--- src/rtl/rob_pkg.sv ---
package rob_pkg;
  typedef enum logic [1:0] {
    ST_FREE  = 2'd0,
    ST_ALLOC = 2'd1,
    ST_EXEC  = 2'd2,
    ST_FIN   = 2'd3
  } slot_state_t;

  typedef enum logic [2:0] {
    U_INT_A  = 3'd0,
    U_INT_B  = 3'd1,
    U_CPLX   = 3'd2,
    U_FP     = 3'd3,
    U_LDST   = 3'd4,
    U_BRANCH = 3'd5
  } unit_code_t;
endpackage

--- src/rtl/rob_ptrs.sv ---
module rob_ptrs #(
  parameter int DEPTH  = 16,
  parameter int DISP_W = 4,
  parameter int RET_W  = 4,
  localparam int PTR_W  = $clog2(DEPTH) + 1,
  localparam int CNT_W  = $clog2(DISP_W + 1),
  localparam int RCNT_W = $clog2(RET_W + 1)
) (
  input  logic              clk,
  input  logic              rst,
  input  logic [CNT_W-1:0]  push_cnt,
  input  logic [RCNT_W-1:0] pop_cnt,
  input  logic              flush,
  output logic [PTR_W-1:0]  head_q,
  output logic [PTR_W-1:0]  tail_q,
  output logic [PTR_W-1:0]  occ,
  output logic [PTR_W-1:0]  free_cnt,
  output logic              full_q
);
  logic [PTR_W-1:0] head_d, tail_d, occ_d, free_d;

  // Pointer difference works modulo 2^PTR_W because DEPTH is a power of two.
  assign head_d   = head_q + PTR_W'(pop_cnt);
  assign tail_d   = flush ? head_d : (tail_q + PTR_W'(push_cnt));
  assign occ      = tail_q - head_q;
  assign free_cnt = PTR_W'(DEPTH) - occ;
  assign occ_d    = tail_d - head_d;
  assign free_d   = PTR_W'(DEPTH) - occ_d;

  always_ff @(posedge clk) begin
    if (rst) begin
      head_q <= '0;
      tail_q <= '0;
      full_q <= 1'b0;
    end else begin
      head_q <= head_d;
      tail_q <= tail_d;
      full_q <= (free_d < PTR_W'(DISP_W));
    end
  end

  // occupancy never exceeds the slot count
  p_occ_bound_r9: assert property (@(posedge clk) disable iff (rst)
    occ <= PTR_W'(DEPTH));

  // never retire more slots than are occupied
  p_pop_bound_r6: assert property (@(posedge clk) disable iff (rst)
    PTR_W'(pop_cnt) <= occ);
endmodule

--- src/rtl/rob_slot_bank.sv ---
module rob_slot_bank
  import rob_pkg::*;
#(
  parameter int DEPTH  = 16,
  parameter int UNIT_W = 3,
  localparam int IDX_W = $clog2(DEPTH)
) (
  input  logic              clk,
  input  logic              rst,
  input  logic [DEPTH-1:0]  alloc_mask,
  input  logic [UNIT_W-1:0] alloc_unit [DEPTH],
  input  logic              ex_valid,
  input  logic [IDX_W-1:0]  ex_tag,
  input  logic              fin_valid,
  input  logic [IDX_W-1:0]  fin_tag,
  input  logic              fin_exc,
  input  logic [DEPTH-1:0]  free_mask,
  output slot_state_t       st_q [DEPTH],
  output logic [UNIT_W-1:0] unit_q [DEPTH],
  output logic [DEPTH-1:0]  exc_q
);
  for (genvar g = 0; g < DEPTH; g++) begin : g_slot
    logic ex_hit, fin_hit;
    assign ex_hit  = ex_valid  && (ex_tag  == IDX_W'(g));
    assign fin_hit = fin_valid && (fin_tag == IDX_W'(g));

    always_ff @(posedge clk) begin
      if (rst) begin
        st_q[g]  <= ST_FREE;
        exc_q[g] <= 1'b0;
      end else if (free_mask[g]) begin
        st_q[g] <= ST_FREE;
      end else if (alloc_mask[g]) begin
        st_q[g]  <= ST_ALLOC;
        exc_q[g] <= 1'b0;
      end else if (ex_hit && st_q[g] == ST_ALLOC) begin
        st_q[g] <= ST_EXEC;
      end else if (fin_hit && st_q[g] == ST_EXEC) begin
        st_q[g]  <= ST_FIN;
        exc_q[g] <= fin_exc;
      end
    end

    // Payload has no reset; it is only read once the slot is finished.
    always_ff @(posedge clk) begin
      if (alloc_mask[g]) unit_q[g] <= alloc_unit[g];
    end

    // a slot only enters execute from allocate
    p_exec_from_alloc_r4: assert property (@(posedge clk) disable iff (rst)
      (st_q[g] == ST_EXEC && $past(st_q[g]) != ST_EXEC) |-> $past(st_q[g]) == ST_ALLOC);

    // a slot only becomes finished from execute
    p_fin_from_exec_r5: assert property (@(posedge clk) disable iff (rst)
      (st_q[g] == ST_FIN && $past(st_q[g]) != ST_FIN) |-> $past(st_q[g]) == ST_EXEC);
  end
endmodule

--- src/rtl/rob_retire_sel.sv ---
module rob_retire_sel
  import rob_pkg::*;
#(
  parameter int DEPTH = 16,
  parameter int RET_W = 4,
  localparam int IDX_W  = $clog2(DEPTH),
  localparam int PTR_W  = $clog2(DEPTH) + 1,
  localparam int RCNT_W = $clog2(RET_W + 1)
) (
  input  slot_state_t       st_q [DEPTH],
  input  logic [DEPTH-1:0]  exc_q,
  input  logic [IDX_W-1:0]  head_idx,
  input  logic [PTR_W-1:0]  occ,
  output logic [IDX_W-1:0]  slot_idx [RET_W],
  output logic [RCNT_W-1:0] ret_n,
  output logic              take_flush
);
  for (genvar k = 0; k < RET_W; k++) begin : g_lane
    assign slot_idx[k] = head_idx + IDX_W'(k);
  end

  always_comb begin
    logic stop;
    stop       = 1'b0;
    ret_n      = '0;
    take_flush = 1'b0;
    for (int k = 0; k < RET_W; k++) begin
      if (!stop) begin
        if (PTR_W'(k) < occ && st_q[slot_idx[k]] == ST_FIN) begin
          if (exc_q[slot_idx[k]]) begin
            if (k == 0) begin
              ret_n      = RCNT_W'(1);
              take_flush = 1'b1;
            end
            stop = 1'b1;
          end else begin
            ret_n = ret_n + RCNT_W'(1);
          end
        end else begin
          stop = 1'b1;
        end
      end
    end
  end
endmodule

--- src/rtl/inorder_retire_buf.sv ---
module inorder_retire_buf
  import rob_pkg::*;
#(
  parameter int DEPTH  = 16,
  parameter int DISP_W = 4,
  parameter int RET_W  = 4,
  parameter int UNIT_W = 3,
  localparam int IDX_W  = $clog2(DEPTH),
  localparam int PTR_W  = $clog2(DEPTH) + 1,
  localparam int CNT_W  = $clog2(DISP_W + 1),
  localparam int RCNT_W = $clog2(RET_W + 1)
) (
  input  logic                     clk,
  input  logic                     rst,
  input  logic [CNT_W-1:0]         disp_cnt,
  input  logic [DISP_W*UNIT_W-1:0] disp_unit,
  output logic                     disp_ack,
  output logic [DISP_W*IDX_W-1:0]  disp_tags,
  output logic                     full_o,
  input  logic                     ex_valid,
  input  logic [IDX_W-1:0]         ex_tag,
  input  logic                     fin_valid,
  input  logic [IDX_W-1:0]         fin_tag,
  input  logic                     fin_exc,
  output logic [RET_W-1:0]         ret_valid,
  output logic [RET_W*IDX_W-1:0]   ret_tags,
  output logic [RET_W*UNIT_W-1:0]  ret_units,
  output logic                     ret_exc,
  output logic                     flush_o
);
  logic [PTR_W-1:0]  head_q, tail_q, occ, free_cnt;
  logic [CNT_W-1:0]  push_cnt;
  logic [RCNT_W-1:0] ret_n;
  logic              take_flush;
  logic [IDX_W-1:0]  disp_idx [DISP_W];
  logic [IDX_W-1:0]  slot_idx [RET_W];
  logic [DEPTH-1:0]  alloc_mask, free_mask, exc_q;
  logic [UNIT_W-1:0] alloc_unit [DEPTH];
  logic [UNIT_W-1:0] unit_q [DEPTH];
  slot_state_t       st_q [DEPTH];

  // ---- dispatch: grant and tag lanes from the registered tail ----
  assign disp_ack = (disp_cnt != '0) && (disp_cnt <= CNT_W'(DISP_W)) &&
                    (PTR_W'(disp_cnt) <= free_cnt) && !take_flush;
  assign push_cnt = disp_ack ? disp_cnt : '0;

  for (genvar i = 0; i < DISP_W; i++) begin : g_disp
    assign disp_idx[i] = tail_q[IDX_W-1:0] + IDX_W'(i);
    assign disp_tags[i*IDX_W +: IDX_W] = disp_idx[i];
  end

  always_comb begin
    alloc_mask = '0;
    for (int e = 0; e < DEPTH; e++) alloc_unit[e] = '0;
    for (int i = 0; i < DISP_W; i++) begin
      if (disp_ack && CNT_W'(i) < disp_cnt) begin
        alloc_mask[disp_idx[i]] = 1'b1;
        alloc_unit[disp_idx[i]] = disp_unit[i*UNIT_W +: UNIT_W];
      end
    end
  end

  // ---- release: retired slots, or every slot on an exception ----
  always_comb begin
    free_mask = '0;
    if (take_flush) begin
      free_mask = '1;
    end else begin
      for (int k = 0; k < RET_W; k++) begin
        if (RCNT_W'(k) < ret_n) free_mask[slot_idx[k]] = 1'b1;
      end
    end
  end

  rob_ptrs #(.DEPTH(DEPTH), .DISP_W(DISP_W), .RET_W(RET_W)) u_ptrs (
    .clk      (clk),
    .rst      (rst),
    .push_cnt (push_cnt),
    .pop_cnt  (ret_n),
    .flush    (take_flush),
    .head_q   (head_q),
    .tail_q   (tail_q),
    .occ      (occ),
    .free_cnt (free_cnt),
    .full_q   (full_o)
  );

  rob_slot_bank #(.DEPTH(DEPTH), .UNIT_W(UNIT_W)) u_bank (
    .clk        (clk),
    .rst        (rst),
    .alloc_mask (alloc_mask),
    .alloc_unit (alloc_unit),
    .ex_valid   (ex_valid),
    .ex_tag     (ex_tag),
    .fin_valid  (fin_valid),
    .fin_tag    (fin_tag),
    .fin_exc    (fin_exc),
    .free_mask  (free_mask),
    .st_q       (st_q),
    .unit_q     (unit_q),
    .exc_q      (exc_q)
  );

  rob_retire_sel #(.DEPTH(DEPTH), .RET_W(RET_W)) u_sel (
    .st_q       (st_q),
    .exc_q      (exc_q),
    .head_idx   (head_q[IDX_W-1:0]),
    .occ        (occ),
    .slot_idx   (slot_idx),
    .ret_n      (ret_n),
    .take_flush (take_flush)
  );

  // ---- registered completion outputs ----
  always_ff @(posedge clk) begin
    if (rst) begin
      ret_valid <= '0;
      ret_tags  <= '0;
      ret_units <= '0;
      ret_exc   <= 1'b0;
      flush_o   <= 1'b0;
    end else begin
      for (int k = 0; k < RET_W; k++) begin
        ret_valid[k]                 <= (RCNT_W'(k) < ret_n);
        ret_tags[k*IDX_W +: IDX_W]   <= slot_idx[k];
        ret_units[k*UNIT_W +: UNIT_W] <= unit_q[slot_idx[k]];
      end
      ret_exc <= take_flush;
      flush_o <= take_flush;
    end
  end

  // an exception retires alone, from lane 0
  p_flush_alone_r7: assert property (@(posedge clk) disable iff (rst)
    flush_o |-> (ret_valid == RET_W'(1)) && ret_exc);

  // after a flush edge the buffer holds nothing
  p_flush_empty_r7: assert property (@(posedge clk) disable iff (rst)
    flush_o |-> occ == '0);

  // retire lanes are filled from lane 0 with no gaps
  p_ret_contig_r6: assert property (@(posedge clk) disable iff (rst)
    (ret_valid & (ret_valid + RET_W'(1))) == '0);

  // a full-width request is never granted while full is shown
  p_full_refuse_r3: assert property (@(posedge clk) disable iff (rst)
    (full_o && disp_cnt == CNT_W'(DISP_W)) |-> !disp_ack);
endmodule

--- config.mk ---
export PLATFORM = sky130hd
export DESIGN_NAME = inorder_retire_buf
export DESIGN_NICKNAME = d
export VERILOG_FILES = /design/src/rtl/rob_pkg.sv /design/src/rtl/rob_ptrs.sv /design/src/rtl/rob_slot_bank.sv /design/src/rtl/rob_retire_sel.sv /design/src/rtl/inorder_retire_buf.sv
export SDC_FILE = /design/constraint.sdc
export NUM_CORES = 1
export LEC_CHECK = 0
export BUFFER_PORTS_ARGS = -buffer_cell sky130_fd_sc_hd__buf_2
export CAP_MARGIN = 20
export CORE_MARGIN = 2
export CORE_UTILIZATION = 45
export DETAILED_ROUTE_END_ITERATION = 10
export GPL_ROUTABILITY_DRIVEN = 0
export GPL_TIMING_DRIVEN = 0
export SYNTH_ARGS = -nofsm -noshare
export SYNTH_HDL_FRONTEND = slang
export SYNTH_HIERARCHICAL = 1
export SYNTH_SLANG_ARGS = --single-unit
--- constraint.sdc ---
create_clock -name clk -period 5.9 [get_ports clk]
set_clock_uncertainty 0.15 [all_clocks]
set_input_delay 0.295 -clock clk [delete_from_list [all_inputs] [get_ports clk]]
set_output_delay 0.295 -clock clk [all_outputs]
set_load 0.03 [all_outputs]
# Word-level counts from Yosys, hierarchy flattened
# Index checks and enable logic that the tools add are counted.
[classes]
n_bitwise = 31
magnitude_cmp = 43
addsub = 15
reduce_logical = 187
eq_ne = 82
n_mux = 192
[ops]
columns = ["cell", "count"]
rows = [
  ["$mux 16", 12],
  ["$mux 48", 4],
  ["$bwmux 48", 3],
  ["$or 16x16->16", 6],
  ["$logic_and 1x1->1", 87],
  ["$mux 1", 86],
  ["$mux 2", 40],
  ["$mux 3", 22],
  ["$eq 4x4->1 const B", 16],
  ["$reduce_bool 2->1", 32],
  ["$reduce_bool 3->1", 17],
  ["$and 48x48->48", 1],
  ["$bmux 3 s4", 4],
  ["$demux 3 s4", 4],
  ["$reduce_and 3->1", 16],
  ["$reduce_or 3->1", 16],
  ["$eq 2x2->1 const B", 20],
  ["$ge 5x5->1 const B", 8],
  ["$lt 4x5->1 const B", 8],
  ["$not 4->5", 8],
  ["$bmux 2 s4", 4],
  ["$demux 1 s4", 8],
  ["$eq 2x1->1 const B", 16],
  ["$eq 4x3->1 const B", 8],
  ["25 further kinds", 104],
]
[word_totals]
ff_bits = 140
out_inout_bits = 52

# Depth between registers and ports, before layout
# Gate-level depths: netlist (run 1).
[depth]
depth_word = 33
ltp_mapped = 30

# Modules after synthesis
# Netlist (run 1), hierarchy kept.
[modules_own_cells]
columns = ["module", "n_inst", "cells_per_inst", "seq_area_each_um2", "area_per_inst_um2"]
rows = [
  ["inorder_retire_buf", 1, 690, 660.6, 5604.1],
  ["rob_slot_bank", 1, 347, 2402.3, 4076.4],
  ["rob_retire_sel", 1, 175, 0.0, 1491.4],
  ["rob_ptrs", 1, 113, 220.2, 1019.7],
]

# Worst setup path after synthesis (run 1)
# OpenSTA, ideal clock, no wires.
[synth_path]
kind = "register -> register"
from = "register u_ptrs.tail_q[0]"
to = "register u_ptrs.full_q"
synth_period_minus_slack_ns = 5.883
n_path_buf = 0
arrival_time_ns = 5.661
path_stages_with_launch = 28
setup_slack_ns = 0.017
t_required_ns = 5.678
setup_time_ns = 0.072
path_cell_list = "dfxtp_1 > inv_1 > ha_1 > inv_1 > fa_1 > nand2_1 > nand2_1 > a21oi_1 > xnor2_1 > or3_1 > nor3_1 > nor2_1 > ha_1 > inv_1 > nand4_1 > o211ai_1 > ha_1 > nand3b_1 > o221a_2 > fa_1 > xor2_1 > a21oi_1 > ha_1 > fa_1 > xor2_1 > nor3_1 > or3b_1 > mux2i_1"
[synth_between]
elab_chain_len = 21
elab_cells_between_ends = 40
[synth_lines]
columns = ["element", "line_no", "rtl"]
rows = [
  ["start, declared", "rob_ptrs.sv:15", "output logic [PTR_W-1:0] tail_q,"],
  ["start signal, assigned", "rob_ptrs.sv:37", "tail_q <= tail_d;"],
  ["$sub 5x5->5 (*)", "rob_ptrs.sv:25", "assign occ = tail_q - head_q;"],
  ["net occ[4]", "inorder_retire_buf.sv:31", "logic [PTR_W-1:0] head_q, tail_q, occ, free_cnt;"],
  ["$lt 1x5->1", "rob_retire_sel.sv:29", "if (PTR_W'(k) < occ && st_q[slot_idx[k]] == ST_FIN) begin"],
  ["$logic_and 1x1->1", "rob_retire_sel.sv:29", ""],
  ["$mux 1", "rob_retire_sel.sv:29", ""],
  ["$add 1x1->2", "rob_retire_sel.sv:37", "ret_n = ret_n + RCNT_W'(1);"],
  ["$mux 3", "rob_retire_sel.sv:30", "if (exc_q[slot_idx[k]]) begin"],
  ["$mux 3", "rob_retire_sel.sv:29", ""],
  ["(+8 left out)", "-", ""],
  ["$mux 3 (*)", "rob_retire_sel.sv:28", "if (!stop) begin"],
  ["net ret_n[1]", "inorder_retire_buf.sv:33", "logic [RCNT_W-1:0] ret_n;"],
  ["$add 5x3->5 (*)", "rob_ptrs.sv:23", "assign head_d = head_q + PTR_W'(pop_cnt);"],
  ["net u_ptrs.head_d[2]", "rob_ptrs.sv:20", "logic [PTR_W-1:0] head_d, tail_d, occ_d, free_d;"],
  ["$mux 5", "rob_ptrs.sv:24", "assign tail_d = flush ? head_d : (tail_q + PTR_W'(push_cnt));"],
  ["$sub 5x5->5 (*)", "rob_ptrs.sv:27", "assign occ_d = tail_d - head_d;"],
  ["$sub 5x5->5 (*)", "rob_ptrs.sv:28", "assign free_d = PTR_W'(DEPTH) - occ_d;"],
  ["$lt 5x3->1 (*)", "rob_ptrs.sv:38", "full_q <= (free_d < PTR_W'(DISP_W));"],
  ["end signal, assigned", "rob_ptrs.sv:38", ""],
  ["end, declared", "rob_ptrs.sv:18", "output logic full_q"],
]
# The timed path passes the listed nets; every way through them passes the cells marked *.
# A chain may end at the register's enable or synchronous reset.

==> reports/results.txt, run 1 <==
Status - finished clean
Final setup fails - 0
Reg2reg start - u_ptrs/head_q[1]
Yosys warns - 6
Yosys reg bits - 140
Syn_area_per_cell - 9.20 um^2
Top FF cell, synth - dfxtp_1
Initial antenna violation count - 0
Vias in the first global route - 11,576
Total track usage - 32.7%
Drt wl/cell - 25.9 um
Core area - 26,800 um^2
Final period utilization - 99.0%
Netlist Area Pre-Place - 12,200 um^2
CTS tree - done
Max Slew Vio Count - 0
Total CTS buffers - 17
Starting density of the core - 45.5%
Worst slew margin - 31.5%
Worst VDD drop - 0.000215 V
Port buffer count - 78
Fill count - 2,518
Nets@finish - 1,506
Antenna viol nets, final - 0
Post-route cell area - 14,100 um^2
DR vias/cell - 6.94
Ports - 80
Setup WS pre-CTS - -1.23 ns
First-pass GRT wire length - 70.4 mm
Most frequent cells in the layout - 113 x nor2_1, 93 x nand2_1, 88 x buf_2, 85 x dfxtp_1, 74 x mux4_2
H-tree Lvls - 4
Drt first pass iters - 8
Detail Placement HPWL - 35.3 mm
Syn_nets - 1,387
CP required - 6.12 ns
Final wirelength - 46.6 mm
Setup crit end kind - flip-flop
P&R area growth vs syn - 16.0%
Commonest non-fill, non-tap cell in the layout - nor2_1
Flop2flop setup slack - 0.06 ns
Synth unique cells - 103
RSZ-0062 raised after global routing - true
Root Buffer - clkbuf_16
Largest net degree at the start of global routing - 17
Number of core rows - 60
Least-Margin Pin Slew - 1.02 ns
Full die area - 28,400 um^2
Synth async-reset ratio - 0%
N_diodes - 0
Worst Setup Start Kind - flip-flop
CP arrival - 6.06 ns
RR Endpoint - u_ptrs/full_q
CTS sink cnt - 140
Worst Hold Depth - 2
Max Freq - 0.171 GHz
Mapped Cells - 1,325
Setup Crit Path Kind - reg2reg
Final Hold Viols - 0
Worst Reg-to-Reg Cells - 22
Tmin final - 5.84 ns
WHS Endpoint - ret_units[4]
Max_cap viols - 0
Worst setup margin - 0.0597 ns
Die Height - 169 um
Hold Startpoint - rst
EDFF count, synth - 48
Clock Latency Late Sink - 0.43 ns
Total gr overflow - 0
Pwr dens - 318 nW/um^2
Starting DRT DRC Count - 2,148
Dpl cell area - 13,000 um^2
Residual DRC - 0
Max FO, Critical Path - 10
Clock transition at the registers of the reported paths - 0.07 ns
Vias - 12,484
Lkg Pwr - 0.00510 uW
Share of layout cells above drive strength 1 - 22.6%
Sequential fraction of the synthesis area - 26.9%
Die X - 169 um
Maximum buffer depth of the clock tree - 2
Worst Hold Class - in2reg
[flip-flops by register name, summed over array words and instances, names as in the netlist]
signal / count
ret_tags: 16
u_ptrs/full_q: 1
u_bank/unit_q: 48
ret_valid: 4
ret_units: 12
u_bank/exc_q: 16
u_ptrs/head_q: 5
flush_o: 1
u_ptrs/tail_q: 5
u_bank/st_q: 32
[critical path, cell delays in order (launching register included)]
cell	delay (ns)
dfxtp_4	0.38
buf_4	0.22
inv_8	0.08
ha_2	0.32
clkbuf_4	0.21
or4bb_1	0.51
nand4_1	0.17
o22ai_2	0.13
nor4_4	0.34
nand4_1	0.13
o211ai_1	0.11
ha_1	0.25
nand3b_1	0.16
o221a_4	0.29
fa_2	0.63
a21oi_2	0.07
ha_1	0.27
o21a_1	0.15
fa_1	0.41
xor2_1	0.17
nor3_2	0.12
or3b_1	0.35
mux2i_1	0.12
[report_power, final]
part,internal [uW],switching [uW]
clock network,754,446
logic,687,1280
registers,1160,171
total,2600,1890
[cells in the mapped netlist, types with 7 or more instances]
cell | count | share of area, %
nor2_1 | 117 | 3.6
nand2_1 | 94 | 2.9
dfxtp_1 | 92 | 15
mux4_2 | 74 | 14
clkbuf_1 | 66 | 2.0
inv_1 | 56 | 1.7
nor2b_1 | 49 | 2.5
edfxtp_1 | 48 | 12
nor3_1 | 41 | 1.7
nand3_1 | 36 | 1.5
a21oi_1 | 35 | 1.4
o21ai_0 | 35 | 1.4
a221oi_1 | 32 | 2.3
ha_1 | 30 | 3.1
and3_1 | 29 | 1.5
mux2i_1 | 23 | 1.9
o22ai_1 | 22 | 1.1
a211oi_1 | 20 | 1.2
and2_1 | 20 | 1.0
o21a_1 | 17 | 1.0
nand4_1 | 16 | 0.82
a2111oi_0 | 15 | 1.1
nand3b_1 | 15 | 0.92
o211ai_1 | 15 | 0.92
nand2b_1 | 14 | 0.72
a311o_1 | 12 | 0.99
buf_4 | 12 | 0.74
nand4b_1 | 12 | 0.86
a311oi_1 | 11 | 0.79
a31oi_1 | 11 | 0.56
nor3b_1 | 11 | 0.68
nor4_1 | 11 | 0.56
or2_2 | 11 | 0.56
xnor2_1 | 10 | 0.72
xor2_1 | 10 | 0.72
and4_1 | 9 | 0.65
and4b_1 | 9 | 0.74
nor4b_1 | 9 | 0.65
nor4bb_1 | 9 | 0.74
a221o_1 | 8 | 0.66
a32oi_1 | 8 | 0.57
buf_2 | 8 | 0.33
and3b_1 | 7 | 0.50
or3_1 | 7 | 0.36
[area by class of cell]
type / instances / area (um^2) / share of cell area, %
multi-input cells: 1032 / 8510 / 60.2
plain buffers: 91 / 444 / 3.14
well taps: 341 / 427 / 3.02
inverters: 62 / 243 / 1.72
clock buffers: 23 / 554 / 3.92
repair buffers: 100 / 551 / 3.89
clock inverters: 9 / 113 / 0.796
flip-flops and latches: 140 / 3300 / 23.3
[worst max path at each step]
stage / start / end / slack (ns) / depth (start not counted)
after floorplan: u_ptrs/tail_q[0] / u_ptrs/full_q / 0.02 / 27
after global placement: u_ptrs/head_q[0] / u_ptrs/full_q / -1.17 / 27
after detailed placement: u_ptrs/head_q[0] / u_ptrs/full_q / -1.23 / 27
after CTS: u_ptrs/head_q[1] / u_ptrs/full_q / 0.003 / 22
after global routing: u_ptrs/head_q[1] / u_ptrs/full_q / -0.19 / 24
final: u_ptrs/head_q[1] / u_ptrs/full_q / 0.06 / 22
[metal layers]
layer / GRT usage [%] / vias up / wire (um)
met5: 0 / - / 0
met4: 13.9 / 0 / 2150
met3: 7.65 / 171 / 5670
met2: 48.7 / 931 / 19600
met1: 45.5 / 5946 / 19200
li1: - / 5436 / -
[cell families (layout without fill, tap and decap cells)]
logic type / Yosys count / count (layout) / synth area share (%)
simple gates: 560 / 560 / 26.3
compound gates: 317 / 317 / 19.8
buf+inv: 153 / 285 / 5.41
flops: 140 / 140 / 26.9
mux: 99 / 99 / 16.0
fa+ha+maj: 34 / 34 / 3.74
xor+xnor: 22 / 22 / 1.77
[timing repair]
action,CTS,global route
setup buffers,14,2
resized for setup,52,27
hold buffers,0,0
pin swaps,8,9
setup endpoints to repair,81,32
[per-stage QoR]
| stage | power (uW) | utilization, % | std cells | TNS (ns) | hold slack (ns) |
|---|---|---|---|---|---|
| 6_report | 4500 | 52.8 | 1798 | 0 | 0.0442 |
| 5_1_grt | 4680 | 52.8 | 1798 | -0.186 | 0.0363 |
| 4_1_cts | 4400 | 52.3 | 1794 | 0 | 0.0144 |
| 3_5_place_dp | 3110 | 48.6 | 1748 | -24.00 | 0.399 |
| 3_3_place_gp | 3080 | 48.5 | 1744 | -27.17 | 0.389 |
| 2_1_floorplan | 2520 | - | 1325 | 0 | 0.217 |
(Power assumes the default switching activity.)
==> run 2: changes to the inputs <==
- CORE_UTILIZATION: 45 -> 57
- PLACE_DENSITY: not set -> 0.79
==> run 2 against run 1 <==
  * Power is 1.3% higher
  * Die area is 21% lower
  * Register-to-register slack worse by 0.04 ns
  * Largest power group unchanged
  * Critical path type unchanged
==> reports/results.txt, run 2 (synthesized netlist as in run 1, its figures left out) <==
Status - finished clean (unchanged)
Port buffer count - 78 (unchanged)
Slowest-stage cell, CP - fa_2 (unchanged)
Antenna viol nets, final - 0 (unchanged)
Final period utilization - 99.7% (was 99.0%)
Ports - 80 (unchanged)
Starting density of the core - 58.0% (was 45.5%)
Max FO, Critical Path - 3 (was 10)
Max_cap viols - 0 (unchanged)
Final wirelength - 45.4 mm (was 46.6 mm)
Die X - 150 um (was 169 um)
N_diodes - 0 (unchanged)
Fin Setup TNS - 0 ns (unchanged)
Clock transition at the registers of the reported paths - 0.07 ns (about the same)
Worst Setup Start Kind - flip-flop (unchanged)
Vias - 13,109 (was 12,484)
Drt wl/cell - 26.1 um (was 25.9 um)
Lkg Pwr - 0.00510 uW (about the same)
Number of core rows - 53 (was 60)
Full die area - 22,600 um^2 (was 28,400 um^2)
Tmin final - 5.88 ns (was 5.84 ns)
Final Hold Viols - 0 (unchanged)
Residual DRC - 0 (unchanged)
Worst Hold Class - in2reg (unchanged)
Fill count - 1,614 (was 2,518)
Nets@finish - 1,511 (was 1,506)
Clock Latency Late Sink - 0.44 ns (was 0.43 ns)
Drt first pass iters - 11 (was 8)
Commonest non-fill, non-tap cell in the layout - nor2_1 (unchanged)
Pwr dens - 323 nW/um^2 (was 318 nW/um^2)
Post-route cell area - 14,100 um^2 (about the same)
H-tree Lvls - 4 (unchanged)
Largest net degree at the start of global routing - 17 (unchanged)
Maximum buffer depth of the clock tree - 2 (unchanged)
Starting DRT DRC Count - 2,651 (was 2,148)
Final setup fails - 0 (unchanged)
Worst hold slack - 0.0423 ns (was 0.0442 ns)
Detail Placement HPWL - 32.5 mm (was 35.3 mm)
Reg with most FFs - u_bank/unit_q (unchanged)
Setup WS pre-CTS - -1.05 ns (was -1.23 ns)
Core area - 21,000 um^2 (was 26,800 um^2)
Worst VDD drop - 0.000222 V (was 0.000215 V)
Worst Path Buf+Inv - 4 (was 3)
CP arrival - 6.10 ns (was 6.06 ns)
Cell family with most CP delay - adder cells (unchanged)
Max Freq - 0.170 GHz (was 0.171 GHz)
Max Slew Vio Count - 0 (unchanged)
Total track usage - 39.9% (was 32.7%)
Root Buffer - clkbuf_16 (unchanged)
Hold Buf Count CTS - 0 (unchanged)
Most frequent cells in the layout - 114 x nor2_1, 93 x nand2_1, 87 x buf_2, 85 x dfxtp_1, 74 x mux4_2 (was 113 x nor2_1, 93 x nand2_1, 88 x buf_2, 85 x dfxtp_1, 74 x mux4_2)
Total gr overflow - 0 (unchanged)
P&R area growth vs syn - 15.7% (was 16.0%)
CTS sink cnt - 140 (unchanged)
Setup Crit Path Kind - reg2reg (unchanged)
Largest registers - u_bank/unit_q x48, u_bank/st_q x32 (unchanged)
CP required - 6.12 ns (about the same)
Die Height - 150 um (was 169 um)
Dpl cell area - 13,000 um^2 (about the same)
DR vias/cell - 7.55 (was 6.94)
Max stage delay on crit path - 0.63 ns (about the same)
Least-Margin Pin Slew - 1.10 ns (was 1.02 ns)
Post-route core utilization - 67.1% (was 52.8%)
First-pass GRT wire length - 67.8 mm (was 70.4 mm)
Max reg flops - 48 (unchanged)
Worst slew margin - 26.3% (was 31.5%)
CTS tree - done (unchanged)
RSZ-0062 raised after global routing - true (unchanged)
Initial antenna violation count - 0 (unchanged)
Setup crit end kind - flip-flop (unchanged)
Share of layout cells above drive strength 1 - 22.9% (was 22.6%)
Total CTS buffers - 17 (unchanged)
Worst setup margin - 0.0173 ns (was 0.0597 ns)
Vias in the first global route - 12,033 (was 11,576)
run 2: per-layer routing:
metal / up-vias / part of all wire [%] / global-route usage (%)
li1: 5442 / - / -
met4: 0 / 6.0 / 20.0
met3: 305 / 17 / 17.0
met1: 6047 / 35 / 50.7
met2: 1315 / 42 / 58.3
met5: - / 0 / 0
run 2: worst register-to-register path: stages, from the launching register on:
cell,delay [ns]
dfxtp_4,0.34
inv_1,0.05
ha_1,0.15
inv_1,0.07
fa_2,0.35
nand2_1,0.09
nand2_1,0.07
a21oi_2,0.21
xnor2_2,0.10
buf_4,0.16
nor4_4,0.32
nor2_1,0.09
a22oi_2,0.28
nor4_4,0.07
buf_4,0.16
o21a_1,0.10
ha_1,0.28
nand3b_1,0.17
o221a_4,0.29
fa_2,0.63
a21oi_2,0.08
ha_1,0.27
o21a_1,0.17
fa_2,0.45
nor3_2,0.20
or3b_4,0.39
mux2i_1,0.13
run 2: final timing paths:
kind                          end  slack, ns        startpoint  cells past startpoint
setup / recovery    u_ptrs/full_q       0.02  u_ptrs/tail_q[0]                     26
hold / removal       ret_units[3]       0.04               rst                      2
setup reg to reg    u_ptrs/full_q       0.02  u_ptrs/tail_q[0]                     26
hold reg to reg   u_bank/exc_q[0]       0.43   u_bank/exc_q[0]                      2
run 2: report_power, final:
| part | switching [uW] | internal, uW |
|---|---|---|
| combinational | 1290 | 725 |
| sequential | 186 | 1160 |
| clock | 437 | 753 |
| total | 1920 | 2640 |
run 2: timing repair:
action,4_1_cts,5_1_grt
resized for setup,54,27
pin swaps,11,9
setup endpoints to repair,45,13
setup buffers,16,6
run 2: layout make-up:
cell class,count,area (um^2),area share [%]
clock buffers,19,433,3.07
multi-input cells,1032,8540,60.6
well taps,275,344,2.44
inverters,62,243,1.72
plain buffers,91,438,3.10
repair buffers,105,588,4.17
clock inverters,13,214,1.52
flip-flops and latches,140,3300,23.4
run 2: through the flow:
stage	power (uW)	std cells
global placement	3020	1678
finish	4560	1737
detailed placement	3070	1682
global route	4690	1737
floorplan	2520	1325
CTS	4370	1730
